File: src/rtl/baud_pkg.sv
// Package: shared configuration type for the baud tick generator.
// Assumes nothing beyond IEEE 1800-2017 packed structs.
package baud_pkg;

    // Mode configuration as latched by the generator
    typedef struct packed {
        logic sync;   // 1 = synchronous master mode
        logic fast;   // asynchronous high-speed select
    } baud_cfg_t;

endpackage

File: src/rtl/baud_div_reg.sv
// Module: divisor holding register.
// Stores the period value X written through the strobe. Assumes the strobe
// is a single-cycle synchronous pulse; resets to zero.
module baud_div_reg #(
    parameter int DIV_W = 8
) (
    input  logic             clk,
    input  logic             rst_n,
    input  logic             we,
    input  logic [DIV_W-1:0] wdata,
    output logic [DIV_W-1:0] div_q
);

    // Load the divisor on a write, clear it on reset
    always_ff @(posedge clk) begin
        if (!rst_n) begin
            div_q <= '0;
        end else if (we) begin
            div_q <= wdata;
        end
    end

    AST_DIV_HOLD: assert property (@(posedge clk) disable iff (!rst_n)
        !we |=> $stable(div_q));

endmodule

File: src/rtl/baud_prescaler.sv
// Module: mode-selected fixed prescaler.
// Emits one pulse every RATIO clocks, where RATIO is picked by the latched
// configuration. Assumes run drops for at least one cycle whenever the
// configuration changes, so the count never exceeds the new limit.
module baud_prescaler
    import baud_pkg::*;
#(
    parameter int SLOW_RATIO = 4,
    parameter int FAST_RATIO = 1,
    parameter int SYNC_RATIO = 4
) (
    input  logic      clk,
    input  logic      rst_n,
    input  logic      run,
    input  baud_cfg_t cfg,
    output logic      pre_tick
);

    localparam int MAX_RATIO = (SLOW_RATIO > FAST_RATIO)
                             ? ((SLOW_RATIO > SYNC_RATIO) ? SLOW_RATIO : SYNC_RATIO)
                             : ((FAST_RATIO > SYNC_RATIO) ? FAST_RATIO : SYNC_RATIO);
    localparam int CNT_W = (MAX_RATIO > 1) ? $clog2(MAX_RATIO) : 1;
    localparam logic [CNT_W-1:0] LIM_SLOW = CNT_W'(SLOW_RATIO - 1);
    localparam logic [CNT_W-1:0] LIM_FAST = CNT_W'(FAST_RATIO - 1);
    localparam logic [CNT_W-1:0] LIM_SYNC = CNT_W'(SYNC_RATIO - 1);

    logic [CNT_W-1:0] cnt_q;
    logic [CNT_W-1:0] limit;

    // Pick the terminal count for the current mode
    always_comb begin
        if (cfg.sync) begin
            limit = LIM_SYNC;
        end else if (cfg.fast) begin
            limit = LIM_FAST;
        end else begin
            limit = LIM_SLOW;
        end
    end

    assign pre_tick = run && (cnt_q == limit);

    // Count prescaler clocks, wrapping at the terminal count
    always_ff @(posedge clk) begin
        if (!rst_n || !run) begin
            cnt_q <= '0;
        end else if (cnt_q == limit) begin
            cnt_q <= '0;
        end else begin
            cnt_q <= cnt_q + 1'b1;
        end
    end

    AST_PRE_BOUND: assert property (@(posedge clk) disable iff (!rst_n)
        cnt_q <= limit);

endmodule

File: src/rtl/baud_period_timer.sv
// Module: programmable period timer.
// Counts X+1 prescaler pulses per period and flags the last one. Assumes
// run is dropped for a cycle whenever the divisor is rewritten.
module baud_period_timer #(
    parameter int DIV_W = 8
) (
    input  logic             clk,
    input  logic             rst_n,
    input  logic             run,
    input  logic             pre_tick,
    input  logic [DIV_W-1:0] div_q,
    output logic             tmr_tick
);

    logic [DIV_W-1:0] tcnt_q;

    assign tmr_tick = pre_tick && (tcnt_q == div_q);

    // Advance once per prescaler pulse, wrap after X+1 pulses
    always_ff @(posedge clk) begin
        if (!rst_n || !run) begin
            tcnt_q <= '0;
        end else if (pre_tick) begin
            tcnt_q <= (tcnt_q == div_q) ? '0 : tcnt_q + 1'b1;
        end
    end

    AST_TMR_BOUND: assert property (@(posedge clk) disable iff (!rst_n)
        tcnt_q <= div_q);

endmodule

File: src/rtl/baud_ovs_div.sv
// Module: oversample divider.
// In asynchronous mode turns every OVS-th timer pulse into a bit pulse; in
// synchronous mode passes the timer pulse straight through. The timer pulse
// itself is the sample pulse. Assumes OVS is a power of two.
module baud_ovs_div #(
    parameter int OVS = 16
) (
    input  logic clk,
    input  logic rst_n,
    input  logic run,
    input  logic sync,
    input  logic tmr_tick,
    output logic bit_raw,
    output logic sample_raw
);

    localparam int OVS_W = (OVS > 1) ? $clog2(OVS) : 1;
    localparam logic [OVS_W-1:0] OVS_LAST = OVS_W'(OVS - 1);

    logic [OVS_W-1:0] ocnt_q;

    assign sample_raw = tmr_tick;
    assign bit_raw    = sync ? tmr_tick : (tmr_tick && (ocnt_q == OVS_LAST));

    // Count sample pulses within a bit, asynchronous mode only
    always_ff @(posedge clk) begin
        if (!rst_n || !run || sync) begin
            ocnt_q <= '0;
        end else if (tmr_tick) begin
            ocnt_q <= ocnt_q + 1'b1;
        end
    end

    AST_OVS_SYNC_IDLE: assert property (@(posedge clk) disable iff (!rst_n)
        (run && sync && $past(run) && $past(sync)) |-> (ocnt_q == '0));

endmodule

File: src/rtl/baud_tick_gen.sv
// Module: serial port baud tick generator (top).
// Chains a mode-selected prescaler, an X+1 period timer and an oversample
// divider, then registers the bit and sample pulses. A divisor write, a mode
// or speed change, or a low enable clears the chain. Assumes all inputs are
// synchronous to clk.
module baud_tick_gen
    import baud_pkg::*;
#(
    parameter int DIV_W       = 8,
    parameter int OVS         = 16,
    parameter int ASYNC_SLOW  = 64,
    parameter int ASYNC_FAST  = 16,
    parameter int SYNC_RATIO  = 4
) (
    input  logic             clk,
    input  logic             rst_n,
    input  logic             port_en,
    input  logic [DIV_W-1:0] div_wdata,
    input  logic             div_we,
    input  logic             sync_mode,
    input  logic             hi_speed,
    output logic             bit_tick,
    output logic             sample_tick
);

    localparam int PRE_SLOW = ASYNC_SLOW / OVS;
    localparam int PRE_FAST = ASYNC_FAST / OVS;

    baud_cfg_t        cfg_in;
    baud_cfg_t        cfg_q;
    logic             cfg_chg;
    logic             run;
    logic [DIV_W-1:0] div_q;
    logic             pre_tick;
    logic             tmr_tick;
    logic             bit_raw;
    logic             sample_raw;

    assign cfg_in  = '{sync: sync_mode, fast: hi_speed};
    assign cfg_chg = (cfg_in != cfg_q);
    assign run     = port_en && !div_we && !cfg_chg;

    // Latch the mode so a change is seen as a one-cycle restart
    always_ff @(posedge clk) begin
        if (!rst_n) begin
            cfg_q <= '0;
        end else begin
            cfg_q <= cfg_in;
        end
    end

    baud_div_reg #(.DIV_W(DIV_W)) u_div (
        .clk   (clk),
        .rst_n (rst_n),
        .we    (div_we),
        .wdata (div_wdata),
        .div_q (div_q)
    );

    baud_prescaler #(
        .SLOW_RATIO (PRE_SLOW),
        .FAST_RATIO (PRE_FAST),
        .SYNC_RATIO (SYNC_RATIO)
    ) u_pre (
        .clk      (clk),
        .rst_n    (rst_n),
        .run      (run),
        .cfg      (cfg_q),
        .pre_tick (pre_tick)
    );

    baud_period_timer #(.DIV_W(DIV_W)) u_tmr (
        .clk      (clk),
        .rst_n    (rst_n),
        .run      (run),
        .pre_tick (pre_tick),
        .div_q    (div_q),
        .tmr_tick (tmr_tick)
    );

    baud_ovs_div #(.OVS(OVS)) u_ovs (
        .clk        (clk),
        .rst_n      (rst_n),
        .run        (run),
        .sync       (cfg_q.sync),
        .tmr_tick   (tmr_tick),
        .bit_raw    (bit_raw),
        .sample_raw (sample_raw)
    );

    // Register the pulses so the outputs are glitch-free flops
    always_ff @(posedge clk) begin
        if (!rst_n) begin
            bit_tick    <= 1'b0;
            sample_tick <= 1'b0;
        end else begin
            bit_tick    <= bit_raw;
            sample_tick <= sample_raw;
        end
    end

    AST_BIT_ONE_WIDE: assert property (@(posedge clk) disable iff (!rst_n)
        bit_tick |=> !bit_tick);
    AST_IDLE_QUIET: assert property (@(posedge clk) disable iff (!rst_n)
        !port_en |=> (!bit_tick && !sample_tick));
    AST_WRITE_QUIET: assert property (@(posedge clk) disable iff (!rst_n)
        div_we |=> (!bit_tick && !sample_tick));
    AST_MODE_QUIET: assert property (@(posedge clk) disable iff (!rst_n)
        cfg_chg |=> (!bit_tick && !sample_tick));
    AST_BIT_ON_SAMPLE: assert property (@(posedge clk) disable iff (!rst_n)
        bit_tick |-> sample_tick);
    AST_SYNC_EQUAL: assert property (@(posedge clk) disable iff (!rst_n)
        cfg_q.sync |-> (bit_tick == sample_tick));

endmodule

File: config.mk
export PLATFORM = sky130hd
export DESIGN_NAME = baud_tick_gen
export DESIGN_NICKNAME = d
export VERILOG_FILES = /design/src/rtl/baud_pkg.sv /design/src/rtl/baud_div_reg.sv /design/src/rtl/baud_prescaler.sv /design/src/rtl/baud_period_timer.sv /design/src/rtl/baud_ovs_div.sv /design/src/rtl/baud_tick_gen.sv
export SDC_FILE = /design/constraint.sdc
export NUM_CORES = 1
export LEC_CHECK = 0
export BUFFER_PORTS_ARGS = -buffer_cell sky130_fd_sc_hd__buf_4
export CAP_MARGIN = 20
export CORE_UTILIZATION = 48
export DETAILED_ROUTE_END_ITERATION = 12
export PLACE_DENSITY = 0.74
export SLEW_MARGIN = 25
export SYNTH_ARGS = -nofsm -noshare
export SYNTH_HDL_FRONTEND = slang
export SYNTH_SLANG_ARGS = --single-unit
export TNS_END_PERCENT = 100
File: constraint.sdc
create_clock -name clk -period 2.1 [get_ports clk]
set_input_delay 0.315 -clock clk [delete_from_list [all_inputs] [get_ports clk]]
set_output_delay 0.315 -clock clk [all_outputs]
set_load 0.02 [all_outputs]
* Word level (Yosys, flattened, before mapping)
Index checks and enable logic that the tools add are counted.
Cells by class: add/subtract/negate cells 3, equal/unequal tests 4, muxes and demuxes 4, reductions and logical operators 12
Operator list (number):
- $add 8x1->8 const B | 1
- $eq 8x8->1 | 1
- $mux 8 | 1
- $logic_and 1x1->1 | 5
- $add 4x1->4 const B | 1
- $eq 4x4->1 const B | 1
- $logic_not 1->1 | 4
- $mux 2 | 2
- $add 2x1->2 const B | 1
- $eq 2x2->1 | 1
- $logic_or 1x1->1 | 2
- $ne 2x2->1 | 1
- $reduce_or 2->1 | 1
- $mux 1 | 1
Storage, ports and cells: register bits after elaboration 26, bits of input ports 14, output and inout bits 2, word-level logic and storage cells 31

* Depth between registers and ports, before layout
Gate-level depths: netlist (run 1).
depth in word-level cells 7, depth in mapped cells 8, depth with buffers taken out 5

* By module
Synthesis (run 1) repeated with hierarchy kept, for this count alone.
Second synthesis, totals: cell total of the unflattened synthesis 116, area, all modules 1209.9 µm²
Modules (own cells, without submodules):
- baud_period_timer | instances 1, cells an instance 48, area each 445.4 µm², seq. area each 160.2 µm²
- baud_div_reg | instances 1, cells an instance 25, area each 301.5 µm², seq. area each 160.2 µm²
- baud_ovs_div | instances 1, cells an instance 21, area each 226.5 µm², seq. area each 80.1 µm²
- baud_tick_gen | instances 1, cells an instance 11, area each 138.9 µm², seq. area each 80.1 µm²
- baud_prescaler | instances 1, cells an instance 11, area each 97.6 µm², seq. area each 40.0 µm²

* Least setup slack after synthesis (run 1)
No wires, ideal clock.
path kind input to register, start point in div_we, end point reg u_ovs.ocnt_q[3], setup time 0.070 ns, arrival 1.765 ns, required time 2.030 ns, path slack 0.265 ns, stages 6, buffers on the path 2, path through buf_4 -> nand4b_1 -> or4_1 -> buf_2 -> or3_1 -> a21oi_1
Between the ends: cells in the longest elaborated chain, start to end 6, elaborated cells between the ends (all ways) 8, classes of those cells 8 x reduce/logical
Ends and longest elaborated chain:
- from (decl) | line baud_tick_gen.sv:19 | input logic div_we,
- $logic_not 1->1 (*) | line baud_tick_gen.sv:41 | assign run = port_en && !div_we && !cfg_chg;
- $logic_and 1x1->1 (*) (2 in a row) | line baud_tick_gen.sv:41
- $logic_not 1->1 | line baud_ovs_div.sv:27 | if (!rst_n || !run || sync) begin
- $logic_or 1x1->1 (2 in a row) | line baud_ovs_div.sv:27
- to (signal assigned) | line baud_ovs_div.sv:30 | ocnt_q <= ocnt_q + 1'b1;
- to (decl) | line baud_ovs_div.sv:20 | logic [OVS_W-1:0] ocnt_q;
Every way passes the cells marked *; elsewhere a longest branch is shown, timed or not. A chain may end at the register's enable or synchronous reset.

* Final worst setup path (run 1)
start point reg cfg_q[1] in the netlist's numbering, end point reg u_ovs.ocnt_q[3]
Between the ends: cells in the longest elaborated chain, start to end 6, elaborated cells between the ends (all ways) 10, classes of those cells 2 x eq/ne; 1 x mux; 7 x reduce/logical
Ends and longest elaborated chain:
- from (decl) | line baud_tick_gen.sv:30 | baud_cfg_t cfg_q;
- from (signal assigned) | line baud_tick_gen.sv:48 | cfg_q <= cfg_in;
- $ne 2x2->1 | line baud_tick_gen.sv:40 | assign cfg_chg = (cfg_in != cfg_q);
- $logic_not 1->1 | line baud_tick_gen.sv:41
- $logic_and 1x1->1 | line baud_tick_gen.sv:41
- $logic_not 1->1 | line baud_ovs_div.sv:27
- $logic_or 1x1->1 (2 in a row) | line baud_ovs_div.sv:27
Parallel ways exist; a longest one is shown, timed or not.

==> results of run 1 <==
-- final cells by class --
class | instances | area, µm²
Fill cell | 206 | 910
Multi-Input combinational cell | 89 | 599
Sequential cell | 26 | 520
Timing Repair Buffer | 18 | 135
Tap cell | 28 | 35.0
Clock buffer | 3 | 22.5
Inverter | 3 | 11.3
-- power by group --
part,leakage [nW],switching [mW],internal (mW),total (mW)
sequential,0.212,0.00878,0.505,0.514
combinational,0.247,0.0333,0.0429,0.0762
clock,0.0138,0.131,0.0671,0.198
-- registers in the layout, summed over array words and instances (netlist names) --
| signal | cells |
|---|---|
| cfg_q | 2 |
| u_pre.cnt_q | 2 |
| sample_tick | 1 |
| u_div.div_q | 8 |
| bit_tick | 1 |
| u_ovs.ocnt_q | 4 |
| u_tmr.tcnt_q | 8 |
-- cell families after synthesis --
group	after synthesis
xor gates and xnor gates	19
buffers and inverters	9
AOI/OAI and AO/OA	7
DFF	26
adders and majority gates	2
and+or+nand+nor	51
muxes	10
-- routing by layer --
| layer | vias to the layer above | wire length [µm] |
|---|---|---|
| met4 | 0 | 16 |
| met5 | - | 0 |
| met3 | 2 | 80 |
| met2 | 16 | 976 |
| met1 | 384 | 876 |
| li1 | 449 | - |
-- placed cells by master (no fill, tap or decap) --
cell | netlist | layout
a31oi_1 | 1 | 1
inv_1 | 3 | 3
a211oi_1 | 1 | 1
mux2i_1 | 9 | 9
buf_4 | 1 | 18
and2_1 | 4 | 4
or3_1 | 3 | 3
nor2b_4 | 1 | 1
nand3_1 | 3 | 3
nor2_1 | 21 | 21
nand4_1 | 4 | 4
ha_1 | 2 | 2
or2_2 | 1 | 1
a21oi_1 | 3 | 3
or4_4 | 0 | 1
nor3b_1 | 1 | 1
nor3_1 | 5 | 5
o21ai_0 | 2 | 2
mux2i_2 | 1 | 1
nand4b_1 | 1 | 1
nor4_1 | 2 | 2
nand2b_1 | 1 | 1
clkbuf_4 | 0 | 3
nand2_1 | 3 | 3
xnor2_1 | 19 | 19
dfxtp_1 | 26 | 26
-- worst paths after layout --
check | from | to | slack (ps) | cells after the start
hold reg to reg | u_pre.cnt_q[0] | u_pre.cnt_q[0] | 500 | 1
hold / removal | hi_speed | cfg_q[0] | 220 | 2
setup / recovery | cfg_q[1] | u_ovs.ocnt_q[3] | 170 | 5
setup reg to reg | cfg_q[1] | u_ovs.ocnt_q[3] | 170 | 5
-- critical path: cells and delay by family, from the launching register on --
family / cells / cell delay, ps
compound gates: 1 / 150
flops: 1 / 440
xor+xnor: 1 / 150
simple gates: 3 / 1120
-- what timing repair did --
| item | 4_1_cts | 5_1_grt |
|---|---|---|
| endpoints found under the hold margin | 0 | 0 |
| endpoints found under the setup margin | 0 | 1 |
| hold buffers | 0 | 0 |
| gates resized for setup | 0 | 1 |
-- through the flow --
stage	std cells	utilization, %
4_1_cts	167	59.1
2_1_floorplan	124	-
5_1_grt	167	59.3
3_3_place_gp	164	58.1
3_5_place_dp	164	58.1
6_report	167	59.3
==> run metrics, run 1 <==
result of the run=completed; clk sink count=26; post-route cell area=1320 µm²; maximum vdd drop=0.000536 V; Slew HR=69.5%; unrepaired setup endpoints after global routing=false; Pwr Density=595 nW/µm²; die area=2610 µm²; synth cell count leaders=dfxtp_1, nor2_1, xnor2_1; GR Layer Usage met2=30.9%; critical-path cell list=xnor2_1, nand4b_1, or4_4, or3_1, a21oi_1; Die Ht=51.1 µm; count of different cell masters after synthesis=27; Compound-Gate Fraction of Synth Area=3.35%; Tot GR Track Use=17.5%; Initial Util=51.8%; Ant. Diodes=0; met1 Use GR=19.6%; Leakage=0.472 nW; Max Freq=519 MHz; Detailed Place HPWL=1520 µm; tightest hold margin=221 ps; via density per instance=5.10; H-tree Lvls=1; gp weighted congestion=0.758; area share of xor/xnor cells in the synthesized design=14.4%; Setup violations, final=0; Main synth FF type=dfxtp_1; Syn Inst Count=124; Startpoint Class=register; Synth area leader=dfxtp_1; slew of the pin with the lowest slew margin=453 ps; worst slack, placed=118 ps; DP Area=1300 µm²; Pwr Total=0.788 mW; Port Buffers=15; Seq cells post-synth=26; setup_tns=0 ps; CP peak stage delay=600 ps; initial antenna violation count=0; largest net degree at the start of global routing=14; routed len/inst=11.7 µm; ys async rst share=0%; area grow syn2layout=14.5%; WL final=1950 µm; Reg clk slew, reported paths=130 ps; Inserted Clock Buffers=3; setup repair bufs after CTS=0; CP Data Arrival Time=2180 ps; worst endpoint required time=2350 ps; layout cells sized above 1=18.0%; drt pass-1 iters=4; via count=851; Post-synth EDFFs=0; initial DRC count=18; CP Capture Type=register; PnR worst setup slack=173 ps; Post-Synth Simple-Gate Area=22.6%; Critical-path top delay cell=or4_4; Cell Rows=17; Synth top area share=45.0%; top-count cell post-synth=dfxtp_1; main combinational cell family by area after synthesis=simple AND/OR/NAND/NOR gates; total gr overflow=0; Skew-Pair Late Insertion Delay=310 ps; clock root buffer=clkbuf_4; CORE AREA=2230 µm²; global-route wire length before repair=3380 µm; Final Hold Viols=0; Critical Setup Path Class=reg -> reg; io pins=16; Tmin final=1930 ps; CP max FO=8; Top Usage Layer GRT=met2; Routed Antenna Nets=0; TritonCTS clock tree=yes; max cap viols=0; vias in the first global route=826; CTS max path bufs=2; proportion of synthesized area in mux cells=8.98%; GR Util met3=5.36%; Setup Skew=7.58 ps; mean area per synthesized cell=9.32 µm²; Worst Hold Class=in -> reg; Mapped Area=1160 µm²; Ys Warns=0; Seq/Total Area, Yosys=45.0%; syn nets=140; number of remaining DRC errors=0; Final Max Tran Viols=0; synth top area cells=dfxtp_1, xnor2_1, mux2i_1, nor2_1, and2_1; # nets final=157; Final period util=91.8%; Adder-Cell Fraction of Synth Area=2.16%; Die Width=51.1 µm
Note: power is estimated with default switching activity, not from simulation.
==> run 2, diff against run 1 <==
--- a/config.mk
+++ b/config.mk
@@ -7,9 +7,9 @@
 export LEC_CHECK = 0
 export BUFFER_PORTS_ARGS = -buffer_cell sky130_fd_sc_hd__buf_4
 export CAP_MARGIN = 20
-export CORE_UTILIZATION = 48
+export CORE_UTILIZATION = 50
 export DETAILED_ROUTE_END_ITERATION = 12
-export PLACE_DENSITY = 0.74
+export PLACE_DENSITY = 0.76
 export SLEW_MARGIN = 25
 export SYNTH_ARGS = -nofsm -noshare
 export SYNTH_HDL_FRONTEND = slang
==> run metrics, run 2 (synthesis gave the netlist of run 1 again) <==
result of the run=completed; Final Max Tran Viols=0; Critical Setup Path Class=reg -> reg; routed len/inst=12.8 µm; Routed Antenna Nets=0; post-layout util=61.8%; slew of the pin with the lowest slew margin=604 ps; via count=880; number of remaining DRC errors=0; H-tree Lvls=1; CP Capture Type=register; die area=2510 µm²; Skew-Pair Late Insertion Delay=320 ps; worst r2r src=cfg_q[1]; largest net degree at the start of global routing=16; Tmin final=1970 ps; Hold Crit Start=div_wdata[6]; Finished Layout Cells=168; hold depth=3; Worst Hold Class=in -> reg; most common cell after layout, fill and taps aside=dfxtp_1; CP startpoint=cfg_q[1]; layout cells sized above 1=18.6%; Top Registers=u_div.div_q: 8 flops, u_tmr.tcnt_q: 8 flops, u_ovs.ocnt_q: 4 flops; Leakage=0.486 nW; maximum vdd drop=0.000401 V; most frequent cells in the layout=dfxtp_1, nor2_1, xnor2_1; TritonCTS clock tree=yes; CP Data Arrival Time=2220 ps; unrepaired setup endpoints after global routing=false; tightest hold margin=212 ps; PnR worst setup slack=132 ps; worst r2r path cells=5; gp weighted congestion=0.826; fillers=180; worst slack, placed=142 ps; total gr overflow=0; Die Ht=50.1 µm; setup_tns=0 ps; Reg clk slew, reported paths=150 ps; clk sink count=26; Detailed Place HPWL=1610 µm; Pwr Density=688 nW/µm²; Slew HR=58.9%; Tot GR Track Use=18.6%; io pins=16; via density per instance=5.24; Final Hold Viols=0; initial DRC count=18; # hold bufs at CTS=0; Inserted Clock Buffers=3; Placed Cells=164; Setup Skew=14.3 ps; initial antenna violation count=0; clock root buffer=clkbuf_4; Startpoint Class=register; WL final=2150 µm; setup repair bufs after CTS=0; Cell Rows=17; Max Freq=508 MHz; worst endpoint required time=2350 ps; Ant. Diodes=0; # nets final=157; Initial Util=52.8%; drt pass-1 iters=4; vias in the first global route=828; CP max FO=8; Die Width=50.1 µm; Setup violations, final=0; post-cts resize count=0; post-route cell area=1350 µm²; CTS max path bufs=2; DP Area=1300 µm²; CORE AREA=2190 µm²; Pwr Total=0.932 mW; area grow syn2layout=17.1%; max cap viols=0; global-route wire length before repair=3520 µm; Final period util=93.7%; Port Buffers=15
run 2: worst max-delay path: stages, from the launching register on:
cell and delay, ps:
dfxtp_1 470, xnor2_1 150, nand4b_1 160, or4_4 610, or3_1 370, a21oi_1 140
run 2: worst paths after layout:
check / endpoint / slack (ps)
min reg2reg: u_ovs.ocnt_q[1] / 500
min: u_div.div_q[6] / 210
max: u_ovs.ocnt_q[3] / 130
max reg2reg: u_ovs.ocnt_q[3] / 130
run 2: final cells by class:
type / count / area (µm²) / share of cell area (%)
Sequential cell: 26 / 520 / 38.4
Inverter: 3 / 11.3 / 0.832
Multi-Input combinational cell: 89 / 599 / 44.3
Clock inverter: 1 / 30.0 / 2.22
Tap cell: 28 / 35.0 / 2.59
Timing Repair Buffer: 18 / 135 / 9.98
Clock buffer: 3 / 22.5 / 1.66
run 2: metal layers:
metal	track usage, %	routed length (µm)	vias to the layer above
met1	24.2	970	420
met4	7.62	12	0
met5	0	0	-
met3	2.78	59	2
met2	30.4	1110	10
li1	-	-	448
run 2: power by group:
| group | leakage [nW] | switching [mW] | internal [mW] |
|---|---|---|---|
| clock | 0.0279 | 0.148 | 0.193 |
| combinational | 0.247 | 0.0337 | 0.0427 |
| sequential | 0.212 | 0.00962 | 0.505 |
==> run 3, diff against run 2 <==
--- a/config.mk
+++ b/config.mk
@@ -7,9 +7,11 @@
 export LEC_CHECK = 0
 export BUFFER_PORTS_ARGS = -buffer_cell sky130_fd_sc_hd__buf_4
 export CAP_MARGIN = 20
-export CORE_UTILIZATION = 50
+export CELL_PAD_IN_SITES_DETAIL_PLACEMENT = 1
+export CELL_PAD_IN_SITES_GLOBAL_PLACEMENT = 1
+export CORE_UTILIZATION = 42
 export DETAILED_ROUTE_END_ITERATION = 12
-export PLACE_DENSITY = 0.76
+export PLACE_DENSITY = 0.82
 export SLEW_MARGIN = 25
 export SYNTH_ARGS = -nofsm -noshare
 export SYNTH_HDL_FRONTEND = slang
==> run metrics, run 3 (synthesis gave the netlist of run 1 again) <==
worst r2r path cells=5; Final period util=91.7%; TritonCTS clock tree=yes; Startpoint Class=register; CP peak stage delay=600 ps; Cell Rows=18; reg2reg end=u_ovs.ocnt_q[3]; Tmin final=1930 ps; Final Hold Viols=0; Inserted Clock Buffers=3; area grow syn2layout=15.4%; Ant. Diodes=0; most frequent cells in the layout=dfxtp_1, nor2_1, xnor2_1, buf_4, mux2i_1; largest net degree at the start of global routing=14; layout cells sized above 1=18.6%; Pwr Density=601 nW/µm²; result of the run=completed; worst endpoint required time=2360 ps; routed len/inst=14.9 µm; worst slack, placed=113 ps; worst setup path end=u_ovs.ocnt_q[3]; Slew HR=68.8%; initial DRC count=1; CP max FO=8; setup_tns=0 ps; Max Freq=519 MHz; initial antenna violation count=0; slew of the pin with the lowest slew margin=464 ps; # nets final=158; critical-path cell list=xnor2_1, nand4b_1, or4_4, or3_1, a21oi_1; drt pass-1 iters=4; Setup Skew=11.1 ps; CORE AREA=2540 µm²; Critical Setup Path Class=reg -> reg; Port Buffers=15; WL final=2530 µm; hold depth=2; via density per instance=5.24; global-route wire length before repair=4110 µm; Detailed Place HPWL=1980 µm; Pwr Total=0.801 mW; Leakage=0.477 nW; CP Capture Type=register; die area=2970 µm²; total gr overflow=0; vias in the first global route=926; worst r2r src=cfg_q[1]; maximum vdd drop=0.000374 V; H-tree Lvls=1; clk sink count=26; gp weighted congestion=0.769; Routed Antenna Nets=0; most common cell after layout, fill and taps aside=dfxtp_1; via count=891; CP Data Arrival Time=2190 ps; setup slack, reg-to-reg=170 ps; clock root buffer=clkbuf_4; Critical-path top delay cell=or4_4; unrepaired setup endpoints after global routing=false; Reg clk slew, reported paths=140 ps; CTS max path bufs=2; PnR worst setup slack=175 ps; number of remaining DRC errors=0; Die Width=54.5 µm; Tot GR Track Use=19.8%; Die Ht=54.5 µm; Worst Hold Class=in -> reg; fillers=316; io pins=16; Setup violations, final=0; Skew-Pair Late Insertion Delay=320 ps; Initial Util=45.4%; max cap viols=0; CP startpoint=cfg_q[1]; Top Registers=u_div.div_q: 8 flops, u_tmr.tcnt_q: 8 flops, u_ovs.ocnt_q: 4 flops; Final Max Tran Viols=0
[run 3: critical path, delay by kind of cell, from the launching register on]
kind / cells / cell delay (ps)
flops: 1 / 470
xor+xnor: 1 / 150
simple gates: 3 / 1110
compound gates: 1 / 140
[run 3: timing repair]
item	CTS	global route
hold buffers	0	0
buffers inserted	0	0
resized for setup	0	1
endpoints found under the setup margin	0	4
[run 3: cell type report]
| class | count | area [µm²] | area share (%) |
|---|---|---|---|
| clock buffer | 3 | 22.5 | 1.69 |
| inverter | 3 | 11.3 | 0.844 |
| multi-input combinational | 89 | 599 | 44.9 |
| sequential | 26 | 520 | 39.0 |
| tap | 30 | 37.5 | 2.81 |
| timing repair buffer | 19 | 143 | 10.7 |
[run 3: how the worst min path moves through the flow]
| stage | from | end | slack, ps |
|---|---|---|---|
| after floorplan | hi_speed | cfg_q[0] | 440 |
| after global placement | u_pre.cnt_q[0] | u_pre.cnt_q[0] | 460 |
| after detailed placement | u_ovs.ocnt_q[1] | u_ovs.ocnt_q[1] | 480 |
| after CTS | sync_mode | cfg_q[1] | 210 |
| after global routing | sync_mode | cfg_q[1] | 190 |
| final | sync_mode | cfg_q[1] | 210 |
[run 3: through the flow]
step                      cells  util (%)  cell area, µm²  hold slack [ps]
after floorplan             124         -            1160              437
after global placement      167      51.4            1310              459
after detailed placement    167      51.4            1310              479
after CTS                   170      52.3            1330              208
after global routing        170      52.4            1330              190
final                       170      52.4            1330              210
[run 3: per-layer routing]
metal  routed length (µm)  track usage [%]
met1                 1110             23.4
met5                    0                0
met4                   15             5.56
met2                 1320             34.1
met3                   83             6.11
[run 3: report_power, final]
part / total, mW / leakage, nW / switching (mW) / internal (mW)
registers: 0.515 / 0.212 / 0.00962 / 0.505
clock network: 0.207 / 0.0138 / 0.140 / 0.0672
logic: 0.0793 / 0.252 / 0.0364 / 0.0429
total: 0.801 / 0.477 / 0.186 / 0.615
